### config.mk
export PLATFORM = sky130hd
export DESIGN_NAME = page_xlate
export DESIGN_NICKNAME = d
export VERILOG_FILES = /design/src/rtl/pgx_pkg.sv /design/src/rtl/pgx_entry_addr.sv /design/src/rtl/pgx_prot_check.sv /design/src/rtl/pgx_seq.sv /design/src/rtl/page_xlate.sv
export SDC_FILE = /design/constraint.sdc
export NUM_CORES = 1
export LEC_CHECK = 0
export BUFFER_PORTS_ARGS = -buffer_cell sky130_fd_sc_hd__buf_2
export CORE_MARGIN = 2
export CORE_UTILIZATION = 45
export CTS_BUF_LIST = sky130_fd_sc_hd__clkbuf_4 sky130_fd_sc_hd__clkbuf_8
export CTS_CLUSTER_DIAMETER = 200
export DETAILED_ROUTE_END_ITERATION = 10
export PLACE_DENSITY_LB_ADDON = 0.25
export SLEW_MARGIN = 0
export SYNTH_ARGS = -nofsm -noshare
export SYNTH_HDL_FRONTEND = slang
export SYNTH_SLANG_ARGS = --single-unit
### constraint.sdc
create_clock -name clk -period 1.6 [get_ports clk]
set_input_delay 0.08 -clock clk [delete_from_list [all_inputs] [get_ports clk]]
set_output_delay 0.08 -clock clk [all_outputs]
set_load 0.05 [all_outputs]
### src/rtl/pgx_pkg.sv
// Shared types for the page table translator.
package pgx_pkg;
    typedef enum logic [1:0] {
        FLT_NONE   = 2'd0,
        FLT_ABSENT = 2'd1,
        FLT_WRITE  = 2'd2,
        FLT_USER   = 2'd3
    } fault_e;

    typedef enum logic [1:0] {
        ST_IDLE  = 2'd0,
        ST_ISSUE = 2'd1,
        ST_WAIT  = 2'd2
    } seq_e;
endpackage

### src/rtl/pgx_entry_addr.sv
// Computes the byte address of a page table entry from the table base and
// the virtual page number. Assumes the entry stride is a power of two.
module pgx_entry_addr #(
    parameter int VA_W      = 8,
    parameter int PA_W      = 10,
    parameter int PG_SHIFT  = 6,
    parameter int ENT_SHIFT = 0
) (
    input  logic [PA_W-1:0] base,
    input  logic [VA_W-1:0] va,
    output logic [PA_W-1:0] addr
);
    localparam int VPN_W = VA_W - PG_SHIFT;

    logic [VPN_W-1:0] vpn;
    logic [PA_W-1:0]  vpn_ext;

    // Scale the page number by the entry stride and add the base.
    always_comb begin
        vpn     = va[VA_W-1:PG_SHIFT];
        vpn_ext = PA_W'(vpn);
        addr    = base + (vpn_ext << ENT_SHIFT);
    end
endmodule

### src/rtl/pgx_prot_check.sv
// Applies the present, write and user checks to a fetched entry and forms
// the physical address. Assumes the entry layout {frame, u, w, p}.
// Priority order: absent, then write denied, then user denied.
module pgx_prot_check
    import pgx_pkg::*;
#(
    parameter int PA_W     = 10,
    parameter int PG_SHIFT = 6,
    parameter int PTE_W    = PA_W - PG_SHIFT + 3
) (
    input  logic [PTE_W-1:0]    pte,
    input  logic [PG_SHIFT-1:0] offset,
    input  logic                is_write,
    input  logic                is_user,
    output logic [PA_W-1:0]     pa,
    output fault_e              fault
);
    localparam int PPN_W = PA_W - PG_SHIFT;

    logic             bit_p;
    logic             bit_w;
    logic             bit_u;
    logic [PPN_W-1:0] frame;

    // Decode the entry and pick the highest-priority fault.
    always_comb begin
        bit_p = pte[0];
        bit_w = pte[1];
        bit_u = pte[2];
        frame = pte[PTE_W-1:3];
        if (!bit_p)                fault = FLT_ABSENT;
        else if (is_write && !bit_w) fault = FLT_WRITE;
        else if (is_user && !bit_u)  fault = FLT_USER;
        else                         fault = FLT_NONE;
        pa = (fault == FLT_NONE) ? {frame, offset} : '0;
    end
endmodule

### src/rtl/pgx_seq.sv
// Sequencer: idle -> issue one entry read -> wait for the entry -> idle.
// Assumes the memory answers only after the issue cycle.
module pgx_seq
    import pgx_pkg::*;
(
    input  logic clk,
    input  logic rst_n,
    input  logic go,
    input  logic mem_rsp_valid,
    output logic busy,
    output logic issue,
    output logic capture
);
    seq_e state_q;
    seq_e state_d;

    // Next-state logic.
    always_comb begin
        state_d = state_q;
        case (state_q)
            ST_IDLE:  if (go) state_d = ST_ISSUE;
            ST_ISSUE: state_d = ST_WAIT;
            ST_WAIT:  if (mem_rsp_valid) state_d = ST_IDLE;
            default:  state_d = ST_IDLE;
        endcase
    end

    // State register.
    always_ff @(posedge clk) begin
        if (!rst_n) state_q <= ST_IDLE;
        else        state_q <= state_d;
    end

    // Decoded controls.
    always_comb begin
        busy    = (state_q != ST_IDLE);
        issue   = (state_q == ST_ISSUE);
        capture = (state_q == ST_WAIT) && mem_rsp_valid;
    end

    AST_ONE_READ: assert property (@(posedge clk) disable iff (!rst_n)
        issue |=> !issue);
    AST_BUSY_ON_ACCEPT: assert property (@(posedge clk) disable iff (!rst_n)
        (go && !busy) |=> issue);
endmodule

### src/rtl/page_xlate.sv
// Single-level page table translator. One request at a time: it latches the
// request, reads one entry at base + vpn * entry_bytes, checks the permission
// bits and returns the physical address or a fault code for one cycle.
// Assumes the memory returns exactly one data beat per read.
module page_xlate
    import pgx_pkg::*;
#(
    parameter int  VA_W      = 8,
    parameter int  PA_W      = 10,
    parameter int  PG_SHIFT  = 6,
    localparam int PTE_W     = PA_W - PG_SHIFT + 3,
    localparam int ENT_BYTES = (PTE_W + 7) / 8,
    localparam int ENT_SHIFT = $clog2(ENT_BYTES)
) (
    input  logic             clk,
    input  logic             rst_n,
    input  logic             base_we,
    input  logic [PA_W-1:0]  base_wdata,
    input  logic             req_valid,
    input  logic [VA_W-1:0]  req_va,
    input  logic             req_write,
    input  logic             req_user,
    output logic             busy,
    output logic             mem_rd_valid,
    output logic [PA_W-1:0]  mem_rd_addr,
    input  logic             mem_rsp_valid,
    input  logic [PTE_W-1:0] mem_rsp_data,
    output logic             rsp_valid,
    output logic [PA_W-1:0]  rsp_pa,
    output logic [1:0]       rsp_fault
);
    logic [PA_W-1:0] base_q;
    logic [VA_W-1:0] va_q;
    logic            write_q;
    logic            user_q;
    logic            accept;
    logic            issue;
    logic            capture;
    logic [PA_W-1:0] chk_pa;
    fault_e          chk_fault;
    logic            rsp_valid_q;
    logic [PA_W-1:0] rsp_pa_q;
    fault_e          rsp_fault_q;

    assign accept = req_valid && !busy;

    // Base register: writable only while idle.
    always_ff @(posedge clk) begin
        if (!rst_n)                 base_q <= '0;
        else if (base_we && !busy)  base_q <= base_wdata;
    end

    // Request capture on acceptance.
    always_ff @(posedge clk) begin
        if (!rst_n) begin
            va_q    <= '0;
            write_q <= 1'b0;
            user_q  <= 1'b0;
        end else if (accept) begin
            va_q    <= req_va;
            write_q <= req_write;
            user_q  <= req_user;
        end
    end

    pgx_seq u_seq (
        .clk           (clk),
        .rst_n         (rst_n),
        .go            (accept),
        .mem_rsp_valid (mem_rsp_valid),
        .busy          (busy),
        .issue         (issue),
        .capture       (capture)
    );

    pgx_entry_addr #(
        .VA_W      (VA_W),
        .PA_W      (PA_W),
        .PG_SHIFT  (PG_SHIFT),
        .ENT_SHIFT (ENT_SHIFT)
    ) u_addr (
        .base (base_q),
        .va   (va_q),
        .addr (mem_rd_addr)
    );

    assign mem_rd_valid = issue;

    pgx_prot_check #(
        .PA_W     (PA_W),
        .PG_SHIFT (PG_SHIFT),
        .PTE_W    (PTE_W)
    ) u_chk (
        .pte      (mem_rsp_data),
        .offset   (va_q[PG_SHIFT-1:0]),
        .is_write (write_q),
        .is_user  (user_q),
        .pa       (chk_pa),
        .fault    (chk_fault)
    );

    // Response register: one-cycle pulse when the entry arrives.
    always_ff @(posedge clk) begin
        if (!rst_n) begin
            rsp_valid_q <= 1'b0;
            rsp_pa_q    <= '0;
            rsp_fault_q <= FLT_NONE;
        end else begin
            rsp_valid_q <= capture;
            if (capture) begin
                rsp_pa_q    <= chk_pa;
                rsp_fault_q <= chk_fault;
            end
        end
    end

    assign rsp_valid = rsp_valid_q;
    assign rsp_pa    = rsp_pa_q;
    assign rsp_fault = rsp_fault_q;

    AST_BASE_FROZEN: assert property (@(posedge clk) disable iff (!rst_n)
        busy |=> $stable(base_q));
    AST_RSP_IDLE: assert property (@(posedge clk) disable iff (!rst_n)
        rsp_valid |-> !busy);
    AST_FAULT_PA_ZERO: assert property (@(posedge clk) disable iff (!rst_n)
        (rsp_valid && rsp_fault != 2'd0) |-> (rsp_pa == '0));
    AST_OFFSET_KEPT: assert property (@(posedge clk) disable iff (!rst_n)
        (rsp_valid && rsp_fault == 2'd0) |-> (rsp_pa[PG_SHIFT-1:0] == va_q[PG_SHIFT-1:0]));
    AST_RSP_PULSE: assert property (@(posedge clk) disable iff (!rst_n)
        rsp_valid |=> !rsp_valid);
endmodule

==> impl_metrics.json <==
{
  "status": "complete, but fails checks",
  "violations": "setup timing",
  "numCtsBuffers": 5,
  "rows": 21,
  "fmaxAchievable_ghz": 0.5251,
  "synthesis.nets": 207,
  "worstMarginPinSlew_ns": 0.4556,
  "timing.final.crit_share": 1.190,
  "ant_nets": 0,
  "final_cell_area_um2": 2536,
  "grt_first_pass_wirelength_um": 6858,
  "slowest_delay_ns": 0.40,
  "hp-class": "in2reg",
  "final_max_slew_viol_count": 0,
  "endpoint_kind": "output port",
  "htreeDepth": 2,
  "io_pins": 57,
  "core_area_um2": 3390,
  "synth_top_area_cell": "dfxtp_1",
  "dieArea_um2": 4058,
  "grt_pass1_vias": 1488,
  "path_max_fanout": 3,
  "wl_per_cell_um": 13.92,
  "yosys_warnings": 0,
  "p_per_area_nw_per_um2": 789.4,
  "area_growth_pct": 58.11,
  "tritoncts": "built",
  "antennaDiodeCount": 0,
  "clock_path_buffers": 2,
  "seq_area_frac_synth": 0.4368,
  "dp_hpwl_um": 2485,
  "cellLeakagePower_nw": 1.176,
  "numPortBuffers": 56,
  "cts_sinks": 35,
  "die_w_um": 63.71,
  "irDropWorstVdd_mv": 0.5445,
  "insertion_delay_ns": 0.34,
  "rsz0062_at_grt": "true",
  "synth_seq_cells": 35,
  "cp.required_ns": 1.52,
  "start_kind": "register",
  "finalWorstSetupSlack_ns": -0.3044,
  "crit_path_frequent_cell": "buf_6",
  "period_needed_ns": 1.904,
  "max_cap_viol_count": 0,
  "synth.distinct_cells": 30,
  "timing.hold.ws_ns": 0.01665,
  "drive_gt1_frac": 0.4154,
  "ys_top_cells_by_area": "dfxtp_1 (44%), mux2i_1 (12%), and4b_1 (6.2%), nor2_1 (6.1%), nand4_1 (4.3%)",
  "nNetsFinal": 294,
  "netlist_instances": 172,
  "initial_utilization": 0.4732,
  "setup_viol_count_final": 9,
  "slowest_stage": "fa_2",
  "place.gp.congestion": 0.7022,
  "fin_skew_ns": 0.004636,
  "syn-cell-area_um2": 1604,
  "num_vias": 1529,
  "dpl_cell_area_um2": 2056,
  "slew_headroom": 0.6962,
  "cts-root-buf": "clkbuf_4",
  "grt_max_degree": 24,
  "antenna_found_initial": 0,
  "wirelength_um": 4261,
  "yosys.area.top_type_share": 0.4368,
  "vias_per_cell": 4.997,
  "die_y_um": 63.71,
  "first_pass_iters": 4,
  "grt_usage": 0.2200,
  "crit_arrival_ns": 1.82,
  "dp_cells": 273,
  "hold_violations": 0,
  "avgSynthCellArea_um2": 9.326,
  "finalNonFillerCells": 306,
  "drt-initial-drc-count": 36,
  "worstPathCellList": "buf_6 -> fa_2 -> nand4_1 -> nor2_2 -> xor2_2 -> buf_6",
  "drc": 0,
  "crit_type": "reg2out",
  "total_power_mw": 2.002,
  "globalRouteOverflowTotal": 0,
  "tns_ns": -1.955,
  "path_clk_slew_ns": 0.10
}
==> area by class of cell <==
cell class                 instances  area, µm²
fill                             253      853.3
sequential                        35      710.7
timing repair buffer              92      688.2
multi-input combinational        120      988.4
clock buffer                       8      72.57
tap                               46      57.56
inverter                           5      18.77
==> metal layers <==
metal	vias up	wire [µm]	global-route usage	part of all wire
li1	770	-	-	-
met1	709	1763	0.2427	0.41
met2	42	2257	0.4066	0.53
met3	8	180	0.05536	0.042
met4	0	60	0.07337	0.014
met5	-	0	0	0
==> placed cells by master, fill, tap and decap left out, types with 3 or more instances in the layout <==
master and instances:
inv_1 5, dfxtp_2 5, nand4_1 11, buf_2 47, buf_6 10, xor2_2 3
buf_4 12, nor2_1 23, nand2_1 11, a21oi_1 10, dfxtp_1 29, clkbuf_4 6
xnor2_2 3, dlygate4sd3_1 20, and4b_1 10, mux2i_1 20
==> state kept, by name (all words and copies together) (netlist names) <==
signal / count
user_q: 1
rsp_pa: 10
u_seq.state_q: 2
write_q: 1
rsp_valid: 1
base_q: 10
rsp_fault: 2
va_q: 8
==> power by group <==
group	internal [mW]	switching, mW
Clock	0.275	0.296
Sequential	0.913	0.0417
Combinational	0.223	0.253
Total	1.41	0.590
==> cells in the mapped netlist <==
| master | number |
|---|---|
| nand2_1 | 11 |
| nor3b_2 | 1 |
| xnor2_1 | 3 |
| buf_4 | 2 |
| and2_1 | 2 |
| o21a_1 | 1 |
| nor2_1 | 26 |
| clkbuf_1 | 8 |
| a31oi_1 | 1 |
| and2b_1 | 1 |
| dfxtp_1 | 35 |
| nand3b_1 | 1 |
| clkbuf_2 | 1 |
| a221oi_1 | 1 |
| or2_2 | 1 |
| nand3_1 | 3 |
| buf_6 | 1 |
| fa_1 | 1 |
| xor2_1 | 5 |
| nand4_1 | 11 |
| a21oi_1 | 11 |
| nand2b_1 | 3 |
| a211oi_1 | 1 |
| and4b_1 | 10 |
| inv_1 | 5 |
| mux2i_1 | 20 |
| nor3b_1 | 2 |
| nor3_1 | 1 |
| ha_1 | 2 |
| nor4b_2 | 1 |
==> timing repair <==
item	CTS	global route
gates resized for setup	38	6
hold endpoints to repair	21	0
pin swaps	8	3
buffers inserted	4	1
setup endpoints to repair	9	10
hold buffers	20	0
==> worst max-delay path, delay by kind of cell (launching register included) <==
| kind | cells | cell delay, ns |
|---|---|---|
| buffers and inverters | 2 | 0.30 |
| XOR/XNOR | 1 | 0.15 |
| AND/OR/NAND/NOR | 2 | 0.26 |
| adder cells (fa/ha/maj) | 1 | 0.40 |
| flip-flops | 1 | 0.37 |
==> final timing paths <==
check	from	endpoint	slack, ns	cells after the start
min	base_wdata[6]	base_q[6]	0.02	3
max reg2reg	u_seq.state_q[0]	rsp_pa[9]	0.31	4
max	base_q[1]	mem_rd_addr[8]	-0.30	6
min reg2reg	rsp_pa[3]	rsp_pa[3]	0.46	2
==> cell families (layout without fill, tap and decap cells) <==
kind of cell	Yosys count	count (layout)	share of synthesized area
and+or+nand+nor	74	74	0.2636
DFF	35	35	0.4368
buffers and inverters	17	105	0.04992
AOI/OAI and AO/OA	15	15	0.05305
xor gates and xnor gates	8	8	0.04368
muxes	20	20	0.1248
adders and majority gates	3	3	0.02808
==> metrics by stage <==
stage	util	setup slack [ns]
4_1_cts	0.7379	-0.2899
3_5_place_dp	0.6065	-0.08227
3_3_place_gp	0.6065	-0.02266
5_1_grt	0.7482	-0.3615
6_report	0.7482	-0.3044
2_1_floorplan	-	-0.1043
(Power assumes the default switching activity.)
